<file path="src/rtl/bus_ack_pkg.sv">
package bus_ack_pkg;

    // Active-high view of the device selects
    typedef struct packed {
        logic ram;
        logic rom;
        logic uart;
        logic par;
    } dev_sel_t;

    // Individual acknowledges, active high
    typedef struct packed {
        logic ram;
        logic rom;
        logic uart;
        logic par;
    } dev_ack_t;

    typedef enum logic {
        XFER_WRITE = 1'b0,
        XFER_READ  = 1'b1
    } xfer_dir_t;

    function automatic dev_sel_t decode_sel(input logic ram_n, input logic rom_n,
                                            input logic uart_n, input logic par_n);
        dev_sel_t s;
        s.ram  = ~ram_n;
        s.rom  = ~rom_n;
        s.uart = ~uart_n;
        s.par  = ~par_n;
        return s;
    endfunction

    function automatic logic any_ack(input dev_ack_t a);
        return a.ram | a.rom | a.uart | a.par;
    endfunction

endpackage

</file>
<file path="src/rtl/bus_ack_shift.sv">
module bus_ack_shift #(
    parameter int STAGES = 4
) (
    input  logic              clk,
    input  logic              rst,
    input  logic              hold_clr,
    input  logic              step,
    output logic [STAGES-1:0] stages
);
    logic [STAGES-1:0] sr_q;

    generate
        if (STAGES == 1) begin : g_single
            always_ff @(posedge clk) begin
                if (rst || hold_clr) sr_q <= '0;
                else if (step)       sr_q <= 1'b1;
            end
        end else begin : g_chain
            always_ff @(posedge clk) begin
                if (rst || hold_clr) sr_q <= '0;
                else if (step)       sr_q <= {sr_q[STAGES-2:0], 1'b1};
            end
        end
    endgenerate

    assign stages = sr_q;
endmodule

</file>
<file path="src/rtl/bus_ack_merge.sv">
module bus_ack_merge
    import bus_ack_pkg::*;
(
    input  dev_sel_t  sel,
    input  xfer_dir_t dir,
    input  logic      rom_ready,
    input  logic      uart_ack,
    output logic      dtack_n
);
    dev_ack_t acks;

    always_comb begin
        acks.ram  = sel.ram;
        acks.par  = sel.par && (dir == XFER_WRITE);
        acks.rom  = rom_ready;
        acks.uart = uart_ack;
        dtack_n   = ~any_ack(acks);
    end
endmodule

</file>
<file path="src/rtl/bus_ack_unit.sv">
module bus_ack_unit
    import bus_ack_pkg::*;
#(
    parameter int WAIT_STAGES = 4,
    parameter int ROM_TAP     = 2,
    parameter int TO_STAGES   = 4
) (
    input  logic clk,
    input  logic rst,
    input  logic tick_en,
    input  logic as_n,
    input  logic rw,
    input  logic ram_sel_n,
    input  logic rom_sel_n,
    input  logic uart_sel_n,
    input  logic par_sel_n,
    input  logic uart_ack_n,
    output logic dtack_n,
    output logic berr_n
);
    localparam int TAP_IDX = ROM_TAP - 1;
    localparam int TO_IDX  = TO_STAGES - 1;

    dev_sel_t  sel;
    xfer_dir_t dir;
    logic      rom_rd;
    logic [WAIT_STAGES-1:0] wait_q;
    logic [TO_STAGES-1:0]   to_q;
    logic      rom_ready;

    assign sel    = decode_sel(ram_sel_n, rom_sel_n, uart_sel_n, par_sel_n);
    assign dir    = xfer_dir_t'(rw);
    assign rom_rd = ~as_n && sel.rom && (dir == XFER_READ);

    bus_ack_shift #(.STAGES(WAIT_STAGES)) u_rom_wait (
        .clk      (clk),
        .rst      (rst),
        .hold_clr (~rom_rd),
        .step     (1'b1),
        .stages   (wait_q)
    );

    bus_ack_shift #(.STAGES(TO_STAGES)) u_strobe_to (
        .clk      (clk),
        .rst      (rst),
        .hold_clr (as_n),
        .step     (tick_en),
        .stages   (to_q)
    );

    // Qualified by the live condition so a dropped strobe clears at once
    assign rom_ready = wait_q[TAP_IDX] && rom_rd;
    assign berr_n    = ~(to_q[TO_IDX] && ~as_n);

    bus_ack_merge u_merge (
        .sel      (sel),
        .dir      (dir),
        .rom_ready(rom_ready),
        .uart_ack (~uart_ack_n),
        .dtack_n  (dtack_n)
    );
endmodule

</file>
<file path="config.mk">
export PLATFORM = sky130hd
export DESIGN_NAME = bus_ack_unit
export DESIGN_NICKNAME = d
export VERILOG_FILES = /design/src/rtl/bus_ack_pkg.sv /design/src/rtl/bus_ack_shift.sv /design/src/rtl/bus_ack_merge.sv /design/src/rtl/bus_ack_unit.sv
export SDC_FILE = /design/constraint.sdc
export NUM_CORES = 1
export LEC_CHECK = 0
export ABC_AREA = 1
export BUFFER_PORTS_ARGS = -buffer_cell sky130_fd_sc_hd__buf_2
export CORE_AREA = 3 3 44 46
export CTS_BUF_LIST = sky130_fd_sc_hd__clkbuf_16
export DETAILED_ROUTE_END_ITERATION = 16
export DIE_AREA = 0 0 47 49
export PLACE_DENSITY = 0.49
export REMOVE_ABC_BUFFERS = 1
export SYNTH_ARGS = -nofsm -noshare
export SYNTH_HDL_FRONTEND = slang
export SYNTH_HIERARCHICAL = 1
export SYNTH_SLANG_ARGS = --single-unit
</file>
<file path="constraint.sdc">
create_clock -name clk -period 0.9 [get_ports clk]
set_clock_uncertainty 0.15 [all_clocks]
set_input_delay 0.045 -clock clk [delete_from_list [all_inputs] [get_ports clk]]
set_output_delay 0.045 -clock clk [all_outputs]
set_load 0.01 [all_outputs]
</file>
# --- After elaboration in Yosys (flattened, before gate mapping) ---
# Cells that the tools add are included.
classes:
  mux: 1
  bitwise: 12
  n_reduce_logical: 7
op_table:
  columns: ["op", "n"]
  rows:
  - ["$not A1 Y1", 9]
  - ["$logic_and A1 B1 Y1", 5]
  - ["$or A1 B1 Y1", 3]
  - ["$logic_or A1 B1 Y1", 2]
  - ["$mux W1", 1]
totals:
  ff_bits: 6
  inputBits: 10
  output_inout_bits: 2
  elab_cells: 23

# --- Logic depth before layout (Yosys ltp) ---
depth:
  word_depth: 8
  mapped_depth: 6

# --- Cells and area by module ---
# Netlist, hierarchy kept.
modules_own_cells:
  columns: ["module", "instances", "cells_per_inst", "area_per_inst_um2", "seq_area_each_um2"]
  rows:
  - ["bus_ack_shift", 2, 21, 155.1, 80.1]
  - ["bus_ack_unit", 1, 12, 52.6, 0.0]
  - ["bus_ack_merge", 1, 6, 22.5, 0.0]

# --- Worst setup path after synthesis ---
# OpenSTA, ideal clock, no wires.
synth_path:
  path_kind: "flip-flop to output port"
  from: "reg u_rom_wait.sr_q[1] (netlist: u_rom_wait/stages[1])"
  to: "out dtack_n"
  arrival_ns: 0.681
  t_required_ns: 0.705
  setup_slack_ns: 0.024
  stages_incl_launch_ff: 6
  cell_sequence: "dfxtp_1 inv_1 nor2_2 nor2_1 nand2_1 nor2_1"
synth_via:
  elab_chain_len: 5
synth_rtl:
  columns: ["element", "line_no", "source"]
  rows:
  - ["start: declaration", "bus_ack_shift.sv:10", "logic [STAGES-1:0] sr_q;"]
  - ["start signal: assignment", "bus_ack_shift.sv:21", "else if (step) sr_q <= {sr_q[STAGES-2:0], 1'b1};"]
  - ["$logic_and A1 B1 Y1", "bus_ack_unit.sv:52", "assign rom_ready = wait_q[TAP_IDX] && rom_rd;"]
  - ["via rom_ready", "bus_ack_unit.sv:29", "logic rom_ready;"]
  - ["$or A1 B1 Y1 (3 in a row)", "bus_ack_pkg.sv:35", "return a.ram | a.rom | a.uart | a.par;"]
  - ["$not A1 Y1", "bus_ack_merge.sv:17", "dtack_n = ~any_ack(acks);"]
  - ["end: declaration", "bus_ack_unit.sv:18", "output logic dtack_n,"]
# The timed path passes the listed nets, and every way through them passes these cells.

# --- Worst setup path after layout ---
# Same ends and word-level chain as after synthesis.

==> impl_metrics.prom <==
# TYPE chip_impl_metric gauge
chip_impl_info{name="status",value="complete, but fails checks"} 1
chip_impl_info{name="failed_checks",value="hold timing, setup timing"} 1
chip_impl_metric{name="number_of_global_route_vias_before_repair",unit=""} 246
chip_impl_metric{name="max-clock-path-buffers",unit=""} 2
chip_impl_metric{name="synthToLayoutAreaGrowth",unit="%"} 54.17
chip_impl_metric{name="drc",unit=""} 0
chip_impl_metric{name="clock_insertion_delay_worst_skew",unit="ps"} 220
chip_impl_metric{name="grt_max_degree",unit=""} 8
chip_impl_metric{name="synth.yosys.warnings",unit=""} 6
chip_impl_info{name="cell_with_the_largest_stage_delay_on_the_worst_path",value="dfxtp_2"} 1
chip_impl_metric{name="largest_fanout_of_any_net_on_the_critical_path",unit=""} 2
chip_impl_metric{name="num_rows",unit=""} 14
chip_impl_info{name="grt_setup_unrepaired",value="true"} 1
chip_impl_metric{name="insertedDiodeCount",unit=""} 0
chip_impl_info{name="criticalPathCategory",value="flop to primary output"} 1
chip_impl_metric{name="wl",unit="um"} 508
chip_impl_metric{name="finish.net_count",unit=""} 74
chip_impl_metric{name="drt_first_pass_iters",unit=""} 2
chip_impl_metric{name="finalHoldViolations",unit=""} 6
chip_impl_metric{name="die_y",unit="um"} 49
chip_impl_metric{name="r2r_slack",unit="ps"} 160
chip_impl_metric{name="floorplan.io_pins",unit=""} 12
chip_impl_metric{name="floorplan.initialDensity",unit="%"} 19.48
chip_impl_info{name="endpoint_kind",value="primary output"} 1
chip_impl_metric{name="slew_violations",unit=""} 0
chip_impl_metric{name="finalSetupViolations",unit=""} 2
chip_impl_metric{name="timing.final.ws_setup",unit="ps"} -221.9
chip_impl_metric{name="worst_ep_arrival_time",unit="ps"} 930
chip_impl_metric{name="route.detailed.wl_per_inst",unit="um"} 6.513
chip_impl_metric{name="cts_made_buffers",unit=""} 3
chip_impl_info{name="cp_common_cell",value="nor2_1"} 1
chip_impl_metric{name="cts.clk_slew.worst_paths",unit="ps"} 30
chip_impl_metric{name="viasPerCell",unit=""} 3.423
chip_impl_metric{name="i_o_buffers",unit=""} 10
chip_impl_metric{name="final_layout_worst_hold_slack",unit="ps"} -44.63
chip_impl_metric{name="detail_route.iter0.violations",unit=""} 1
chip_impl_metric{name="pwr_density_cell",unit="nW/um2"} 2299
chip_impl_metric{name="die_width",unit="um"} 47
chip_impl_metric{name="clkSinkCount",unit=""} 6
chip_impl_metric{name="fin_tns_setup",unit="ps"} -226.9
chip_impl_metric{name="critical_path_required",unit="ps"} 700
chip_impl_metric{name="number_of_antenna_violations_at_the_first_check_in_global_routing",unit=""} 0
chip_impl_metric{name="final_estimated_routing_congestion_in_global_placement",unit=""} 0.5862
chip_impl_metric{name="critical_path_buf_inv_count",unit=""} 2
chip_impl_info{name="clk_root_buffer_cell",value="clkbuf_16"} 1
chip_impl_info{name="crit_path_start_kind",value="flop"} 1
chip_impl_info{name="min-delay-path-class",value="input pin to flop"} 1
chip_impl_metric{name="synthCells",unit=""} 46
chip_impl_metric{name="detailedPlace.worstSlack",unit="ps"} -28.20
chip_impl_metric{name="ant_nets",unit=""} 0
chip_impl_metric{name="fillerInstances",unit=""} 180
chip_impl_metric{name="drive_gt1_share",unit="%"} 35.48
chip_impl_metric{name="maximum_operating_frequency",unit="MHz"} 891.3
chip_impl_metric{name="finalCritPeriodShare",unit="%"} 124.7
chip_impl_metric{name="global_route.usage.total",unit="%"} 6.135
chip_impl_metric{name="global_route.overflow_total",unit=""} 0
chip_impl_info{name="cts_tree",value="done"} 1
chip_impl_metric{name="p_total",unit="mW"} 1.064
chip_impl_metric{name="placedCellCount",unit=""} 75
chip_impl_metric{name="coreArea",unit="um2"} 1541
chip_impl_metric{name="netlist_area",unit="um2"} 300.3
chip_impl_metric{name="final-instance-count-excl-fill",unit=""} 78
chip_impl_metric{name="vdd.ir_drop.worst",unit="mV"} 0.8451
chip_impl_metric{name="syn_area_per_cell",unit="um2"} 6.528
chip_impl_metric{name="drv_cap",unit=""} 0
chip_impl_metric{name="max_stage_delay",unit="ps"} 310
chip_impl_metric{name="postCtsSetupBuffers",unit=""} 0
chip_impl_metric{name="power_leakage",unit="nW"} 0.2355
chip_impl_metric{name="die_area",unit="um2"} 2303
chip_impl_metric{name="fin_crit",unit="ps"} 1122
chip_impl_info{name="critical-path-top-delay-family",value="flip-flops"} 1
chip_impl_metric{name="grt_pass1_wl",unit="um"} 945
chip_impl_metric{name="detailedPlacementHpwl",unit="um"} 419.2
chip_impl_metric{name="cts_htree_levels",unit=""} 1
chip_impl_metric{name="via_count",unit=""} 267
chip_impl_info{name="timing.critical_path.cells",value="inv_2 > nor2_2 > nor2_1 > nand2_1 > nor2_1 > buf_2"} 1
[worst paths after layout]
check	endpoint	startpoint	cells past startpoint
max	dtack_n	u_rom_wait/stages[1]	6
min	u_strobe_to/stages[0]	tick_en	2
max reg2reg	u_rom_wait/stages[1]	u_rom_wait/stages[0]	4
min reg2reg	u_strobe_to/stages[0]	u_strobe_to/stages[0]	1
[flip-flops by register name, summed over array words and instances, names as in the netlist]
| signal | flops |
|---|---|
| u_rom_wait/stages | 2 |
| u_strobe_to/stages | 4 |
[routing by layer]
layer  track usage (%)  wire [um]  vias to the layer above
met2             7.919        222                        9
met4             4.147         12                        0
li1                  -          -                      157
met1             6.181        213                       99
met5                 0          0                        -
met3             5.535         59                        2
[worst reg2reg max path: cells and delay by family (launching register included)]
family        cells  cell delay, ps
buf+inv           1              40
flops             1             310
simple gates      3             170
[cell usage in the layout (no fill, tap or decap)]
| cell | n |
|---|---|
| buf_4 | 1 |
| dfxtp_2 | 2 |
| nand2_2 | 1 |
| dfxtp_1 | 4 |
| clkbuf_16 | 3 |
| inv_1 | 10 |
| nor2_2 | 2 |
| nor2_1 | 11 |
| o21a_1 | 2 |
| nor2_4 | 2 |
| inv_2 | 1 |
| conb_1 | 3 |
| buf_2 | 10 |
| nand2_1 | 10 |
[power breakdown]
group	switching [mW]	internal, mW	leakage (nW)	total (mW)
sequential	0.00374	0.276	0.0498	0.280
clock	0.139	0.569	0.0370	0.709
combinational	0.0399	0.0358	0.149	0.0757
[area by class of cell]
class / instances / area [um2] / area share [%]
multi-input combinational: 31 / 146.4 / 31.62
sequential: 6 / 122.6 / 26.49
clock buffer: 3 / 75.07 / 16.22
timing repair buffer: 11 / 57.56 / 12.43
inverter: 11 / 41.29 / 8.919
tap: 16 / 20.02 / 4.324
[stage by stage]
step,utilization (%),area (um2)
4_1_cts,30.03,462.9
3_5_place_dp,25.00,385.4
5_1_grt,30.03,462.9
2_1_floorplan,-,307.8
3_3_place_gp,25.00,385.4
6_report,30.03,462.9
[what timing repair did]
action	CTS	global route
setup endpoints to repair	2	2
cloned	0	0
pin swaps	2	0
gates resized for setup	3	0
hold endpoints to repair	6	1
(Power assumes the default switching activity.)
